$ cat src/rtl/chr_map_pkg.sv
package chr_map_pkg;

    localparam int CPU_AW    = 16;
    localparam int DATA_W    = 8;
    localparam int NIB_W     = 4;
    localparam int BANK_W    = 2 * NIB_W;
    localparam int SLOT_CNT  = 8;
    localparam int SLOT_AW   = 10;
    localparam int PPU_AW    = 14;

    localparam int SLOT_IDX_W = $clog2(SLOT_CNT);
    localparam int PAIR_W     = SLOT_IDX_W - 1;
    localparam int WINDOW_AW  = SLOT_IDX_W + SLOT_AW;
    localparam int CHR_AW     = BANK_W + SLOT_AW;

    localparam logic [3:0] FIRST_PAGE = 4'hB;
    localparam logic [3:0] LAST_PAGE  = 4'(FIRST_PAGE + SLOT_CNT / 2 - 1);

    typedef enum logic {
        HALF_LO = 1'b0,
        HALF_HI = 1'b1
    } half_e;

    typedef struct packed {
        logic                  hit;
        logic [SLOT_IDX_W-1:0] slot;
        half_e                 half;
        logic [NIB_W-1:0]      nib;
    } nib_wr_t;

    typedef struct packed {
        logic  hit;
        logic  odd;
        half_e half;
    } offset_dec_t;

    function automatic offset_dec_t decode_offset(input logic [3:0] off);
        offset_dec_t r;
        r = '{hit: 1'b1, odd: 1'b0, half: HALF_LO};
        case (off)
            4'h0:        begin r.odd = 1'b0; r.half = HALF_LO; end
            4'h2, 4'h8:  begin r.odd = 1'b0; r.half = HALF_HI; end
            4'h1, 4'h4:  begin r.odd = 1'b1; r.half = HALF_LO; end
            4'h3, 4'hC:  begin r.odd = 1'b1; r.half = HALF_HI; end
            default:     r.hit = 1'b0;
        endcase
        return r;
    endfunction

    function automatic logic page_in_range(input logic [3:0] page);
        return (page >= FIRST_PAGE) && (page <= LAST_PAGE);
    endfunction

endpackage

$ cat src/rtl/chr_wr_decode.sv
module chr_wr_decode
    import chr_map_pkg::*;
#(
    parameter int N_SLOTS = SLOT_CNT
) (
    input  logic                 clk,
    input  logic                 rst,
    input  logic                 wr_en,
    input  logic [CPU_AW-1:0]    addr,
    input  logic [DATA_W-1:0]    data,
    output nib_wr_t              cmd,
    output logic [N_SLOTS-1:0]   slot_stb
);

    logic [3:0]        page;
    logic [3:0]        page_rel;
    logic              mid_zero;
    offset_dec_t       odec;

    always_comb begin
        page     = addr[CPU_AW-1 -: 4];
        page_rel = page - FIRST_PAGE;
        mid_zero = (addr[CPU_AW-5:4] == '0);
        odec     = decode_offset(addr[3:0]);

        cmd.hit  = wr_en && page_in_range(page) && mid_zero && odec.hit;
        cmd.slot = {page_rel[PAIR_W-1:0], odec.odd};
        cmd.half = odec.half;
        cmd.nib  = data[NIB_W-1:0];
    end

    generate
        for (genvar s = 0; s < N_SLOTS; s++) begin : g_stb
            assign slot_stb[s] = cmd.hit && (cmd.slot == SLOT_IDX_W'(s));
        end
    endgenerate

    AST_ONE_SLOT_PER_WRITE: assert property (@(posedge clk) disable iff (rst)
        $onehot0(slot_stb));

    AST_STROBE_NEEDS_ENABLE: assert property (@(posedge clk) disable iff (rst)
        (slot_stb != '0) |-> wr_en);

    AST_STROBE_NEEDS_MASK: assert property (@(posedge clk) disable iff (rst)
        (slot_stb != '0) |-> (addr[CPU_AW-5:4] == '0));

endmodule

$ cat src/rtl/chr_bank_slot.sv
module chr_bank_slot
    import chr_map_pkg::*;
(
    input  logic              clk,
    input  logic              rst,
    input  logic              stb,
    input  half_e             half,
    input  logic [NIB_W-1:0]  nib,
    output logic [BANK_W-1:0] q
);

    always_ff @(posedge clk) begin
        if (rst) begin
            q <= '0;
        end else if (stb) begin
            if (half == HALF_HI) q[BANK_W-1:NIB_W] <= nib;
            else                 q[NIB_W-1:0]      <= nib;
        end
    end

    AST_LO_WRITE_KEEPS_HI: assert property (@(posedge clk) disable iff (rst)
        (stb && half == HALF_LO) |=>
            (q[BANK_W-1:NIB_W] == $past(q[BANK_W-1:NIB_W])) &&
            (q[NIB_W-1:0] == $past(nib)));

    AST_HI_WRITE_KEEPS_LO: assert property (@(posedge clk) disable iff (rst)
        (stb && half == HALF_HI) |=>
            (q[NIB_W-1:0] == $past(q[NIB_W-1:0])) &&
            (q[BANK_W-1:NIB_W] == $past(nib)));

    AST_IDLE_SLOT_STABLE: assert property (@(posedge clk) disable iff (rst)
        !stb |=> $stable(q));

endmodule

$ cat src/rtl/chr_bank_regs.sv
module chr_bank_regs
    import chr_map_pkg::*;
#(
    parameter int N_SLOTS = SLOT_CNT
) (
    input  logic                            clk,
    input  logic                            rst,
    input  nib_wr_t                         cmd,
    input  logic [N_SLOTS-1:0]              slot_stb,
    output logic [N_SLOTS-1:0][BANK_W-1:0]  banks
);

    generate
        for (genvar s = 0; s < N_SLOTS; s++) begin : g_slot
            chr_bank_slot u_slot (
                .clk  (clk),
                .rst  (rst),
                .stb  (slot_stb[s]),
                .half (cmd.half),
                .nib  (cmd.nib),
                .q    (banks[s])
            );
        end
    endgenerate

    AST_STROBE_MATCHES_CMD: assert property (@(posedge clk) disable iff (rst)
        (slot_stb != '0) |-> (cmd.hit && slot_stb[cmd.slot]));

endmodule

$ cat src/rtl/chr_addr_compose.sv
module chr_addr_compose
    import chr_map_pkg::*;
#(
    parameter int N_SLOTS = SLOT_CNT
) (
    input  logic [N_SLOTS-1:0][BANK_W-1:0] banks,
    input  logic [PPU_AW-1:0]              ppu_addr,
    output logic [CHR_AW-1:0]              chr_addr,
    output logic                           chr_sel
);

    logic [SLOT_IDX_W-1:0] idx;

    always_comb begin
        idx      = ppu_addr[SLOT_AW +: SLOT_IDX_W];
        chr_addr = {banks[idx], ppu_addr[SLOT_AW-1:0]};
        chr_sel  = (ppu_addr[PPU_AW-1:WINDOW_AW] == '0);
    end

endmodule

$ cat src/rtl/chr_slot_mapper.sv
module chr_slot_mapper
    import chr_map_pkg::*;
(
    input  logic               clk,
    input  logic               rst,
    input  logic               cpu_wr_en,
    input  logic [15:0]        cpu_addr,
    input  logic [7:0]         cpu_data,
    input  logic [13:0]        ppu_addr,
    output logic [17:0]        chr_addr,
    output logic               chr_sel
);

    nib_wr_t                          cmd;
    logic [SLOT_CNT-1:0]              slot_stb;
    logic [SLOT_CNT-1:0][BANK_W-1:0]  banks;

    chr_wr_decode #(.N_SLOTS(SLOT_CNT)) u_decode (
        .clk      (clk),
        .rst      (rst),
        .wr_en    (cpu_wr_en),
        .addr     (cpu_addr),
        .data     (cpu_data),
        .cmd      (cmd),
        .slot_stb (slot_stb)
    );

    chr_bank_regs #(.N_SLOTS(SLOT_CNT)) u_regs (
        .clk      (clk),
        .rst      (rst),
        .cmd      (cmd),
        .slot_stb (slot_stb),
        .banks    (banks)
    );

    chr_addr_compose #(.N_SLOTS(SLOT_CNT)) u_compose (
        .banks    (banks),
        .ppu_addr (ppu_addr),
        .chr_addr (chr_addr),
        .chr_sel  (chr_sel)
    );

endmodule

$ cat config.mk
export PLATFORM = sky130hd
export DESIGN_NAME = chr_slot_mapper
export DESIGN_NICKNAME = d
export VERILOG_FILES = /design/src/rtl/chr_map_pkg.sv /design/src/rtl/chr_wr_decode.sv /design/src/rtl/chr_bank_slot.sv /design/src/rtl/chr_bank_regs.sv /design/src/rtl/chr_addr_compose.sv /design/src/rtl/chr_slot_mapper.sv
export SDC_FILE = /design/constraint.sdc
export NUM_CORES = 1
export LEC_CHECK = 0
export ABC_AREA = 1
export CORE_ASPECT_RATIO = 0.75
export CORE_MARGIN = 5
export CORE_UTILIZATION = 55
export CTS_CLUSTER_DIAMETER = 200
export DETAILED_ROUTE_END_ITERATION = 10
export PLACE_DENSITY = 0.81
export SETUP_SLACK_MARGIN = 0.5
export SYNTH_ARGS = -nofsm -noshare
export SYNTH_HDL_FRONTEND = slang
export SYNTH_SLANG_ARGS = --single-unit
$ cat constraint.sdc
create_clock -name clk -period 2.32 [get_ports clk]
set_clock_uncertainty 0.15 [all_clocks]
set_input_delay 0.232 -clock clk [delete_from_list [all_inputs] [get_ports clk]]
set_output_delay 0.232 -clock clk [all_outputs]
set_load 0.01 [all_outputs]
==> flow_metrics.py <==
metrics = {
    "run_status": {
        "status": "complete, no violations",
    },
    "power_and_ir_drop": {
        "p_switching_mw": 0.705,
        "power.density_nw_per_um2": 509,
        "p_clk_share_pct": 36.0,
        "switching_share_pct": 30.3,
        "irDropWorstVdd_mv": 0.397,
        "power_leakage_nw": 1.89,
        "internal-power_mw": 1.62,
        "seqPwrFrac_pct": 47.2,
        "total_power_mw": 2.33,
        "combPwrFrac_pct": 16.9,
    },
    "floorplanning": {
        "dieArea_sq_um": 8750,
        "core-area_sq_um": 6800,
        "start_util_pct": 56.4,
        "die_x_um": 106,
        "die_h_um": 82.3,
        "ioPinCount": 60,
        "row_count": 26,
    },
    "cts": {
        "clock-root-buffer": "clkbuf_8",
        "clockBufferDepth": 2,
        "clkSlewWorstSetupHoldPaths_ns": 0.07,
        "cts_sinks": 64,
        "cts_tree": "yes",
        "clkLatencyLatePin_ns": 0.34,
        "cts_hold_buf": 0,
        "htree_levels": 3,
        "cts-buffers-inserted": 9,
    },
    "routing": {
        "antenna_left": 0,
        "remaining_drc_errors": 0,
        "first_pass_iters": 6,
        "routedWlPerCell_um": 15.7,
        "via_count": 3988,
        "avgViaCountPerCell": 5.64,
        "wirelength_mm": 11.1,
        "drt_iter0_markers": 419,
    },
    "critical_path": {
        "critPathRequiredTime_ns": 1.94,
        "r2r-end": "u_regs.g_slot[7].u_slot.q[6]$_SDFFE_PP0P_",
        "r2r-start": "u_regs.g_slot[7].u_slot.q[6]$_SDFFE_PP0P_",
        "cp_cell_sequence": "inv_2, a21oi_2, o21ai_1, o21ai_1, nor2_1, a31oi_1, buf_2",
        "critPathMaxStageDelay_ns": 0.32,
        "rrSetupSlack_ns": 1.50,
        "end_kind": "primary output",
        "start_kind": "register",
        "crit_slowest_cell": "dfxtp_2",
        "crit_path_end": "chr_addr[13]",
        "rr_worst_depth": 4,
        "worstPathMaxFanout": 2,
        "critical_path_arrival_ns": 1.44,
        "cpMostUsedCell": "o21ai_1",
        "path_class": "reg2out",
        "crit_start": "u_regs.g_slot[5].u_slot.q[3]$_SDFFE_PP0P_",
    },
    "timing": {
        "fin_ws_ns": 0.495,
        "min_period_ns": 1.83,
        "slew_violations": 0,
        "rsz0062_at_grt": "true",
        "fmax_mhz": 548,
        "setup_violations": 0,
        "slew_headroom_pct": 51.6,
        "worst_pin_slew_ns": 0.726,
        "finalHoldViolCount": 0,
        "min_period_over_period_pct": 78.7,
        "timing.hold.ws_ns": 0.314,
    },
    "global_route": {
        "gr-total-overflow": 0,
        "grt_usage_pct": 25.9,
        "antenna_found_initial": 0,
        "grt_max_degree": 41,
        "grt_pass1_vias": 3650,
        "grt_first_pass_wirelength_mm": 17.7,
    },
    "layout": {
        "regMostFlops": "u_regs.g_slot.u_slot.q",
        "layout_common_cells": "114 x nand2_1, 87 x nor2_1, 73 x inv_1, 57 x dfxtp_1, 41 x a21oi_1",
        "reg.largest.list": "u_regs.g_slot.u_slot.q x64",
        "insertedDiodeCount": 0,
        "largest_register_ffs": 64,
        "syn_to_final_growth_pct": 19.3,
        "fin_nets": 661,
        "final_util_pct": 67.2,
        "layout_commonest_cell": "nand2_1",
        "layout-drive-gt1-share_pct": 18.5,
    },
    "synth": {
        "syn_nets": 634,
        "synth_cell_types": 22,
        "ys_seq_area_share_pct": 33.4,
        "synth_area_leader_cell": "dfxtp_1",
        "synth_warnings": 0,
        "syn_avg_cell_area_sq_um": 6.48,
        "yosys-top-cells-area": "dfxtp_1 33%, nand2_1 11%, nor2_1 8.5%",
        "ys_ff_latch": 64,
        "syn_area_sq_um": 3830,
        "synth_top_area_share_pct": 33.4,
        "syn_inst": 591,
    },
    "place": {
        "io_buffers": 35,
        "gp_congestion": 1.01,
        "hpwl_mm": 7.47,
        "pre_cts_slack_ns": -0.231,
    },
    "run": {
        "max_cap_violations": 0,
    },
    "worst_hold_path": {
        "hold_path.class": "in2out",
    },
}
## layout make-up
class,instances,area (sq um)
inverter,85,325
multi-input combinational,399,2090
sequential,64,1290
clock inverter,6,36.3
clock buffer,10,128
fill,593,2230
timing repair inverter,1,7.51
tap,84,105
timing repair buffer,58,587
## how the worst min path moves through the flow
stage                                              start                                         to  slack [ns]  depth (start not counted)
2_1_floorplan                                        rst  u_regs.g_slot[2].u_slot.q[3]$_SDFFE_PP0P_        0.27                          3
3_3_place_gp   u_regs.g_slot[4].u_slot.q[2]$_SDFFE_PP0P_  u_regs.g_slot[4].u_slot.q[2]$_SDFFE_PP0P_        0.31                          2
3_5_place_dp   u_regs.g_slot[4].u_slot.q[2]$_SDFFE_PP0P_  u_regs.g_slot[4].u_slot.q[2]$_SDFFE_PP0P_        0.31                          2
4_1_cts                                      ppu_addr[1]                                chr_addr[1]        0.31                          0
5_1_grt                                      ppu_addr[8]                                chr_addr[8]        0.31                          0
6_report                                     ppu_addr[3]                                chr_addr[3]        0.31                          0
## cells in the mapped netlist (all sizes together)
| library cell | n |
|---|---|
| ha | 2 |
| o211ai | 8 |
| dfxtp | 64 |
| clkbuf | 10 |
| inv | 85 |
| o21ai | 33 |
| nor2 | 103 |
| a21oi | 48 |
| nand3 | 49 |
| nand4 | 32 |
| nand2 | 116 |
| buf | 33 |
| a31oi | 8 |
## logic make-up after synthesis
group	after synthesis	share of synthesized area (%)
simple gates	300	38.2
buf+inv	128	14.0
compound gates	97	13.7
flops	64	33.4
fa+ha+maj	2	0.653
## worst max-delay path, delay by kind of cell (launching register included)
kind,cells,cell delay (ns)
AO/OA/AOI/OAI,4,0.49
buffers and inverters,2,0.22
flip-flops,1,0.32
AND/OR/NAND/NOR,1,0.05
## power by group through the flow
stage	logic [mW]	registers, mW	clock network, mW
final	0.393	1.10	0.837
after global placement	0.363	1.12	0
after floorplan	0.237	1.12	0
after detailed placement	0.372	1.12	0
after global routing	0.422	1.10	0.876
after CTS	0.365	1.10	0.834
## routing by layer
metal / up-vias / part of all wire (%) / track usage (%)
li1: 1944 / - / -
met5: - / 0 / 0
met3: 20 / 11 / 6.60
met2: 205 / 46 / 43.3
met1: 1819 / 42 / 33.4
met4: 0 / 1.5 / 7.89
## through the flow
step	TNS [ns]	instance area [sq um]	std cells
2_1_floorplan	0	3830	591
3_3_place_gp	-1.26	4270	684
3_5_place_dp	-1.62	4270	684
4_1_cts	0	4480	702
5_1_grt	0	4570	707
6_report	0	4570	707
## repair_timing
action                     CTS  global route
setup buffers                2             4
cloned                       0             1
resized for setup           55            37
setup endpoints to repair   60            49
pin swaps                   12            15
(Power assumes the default switching activity.)
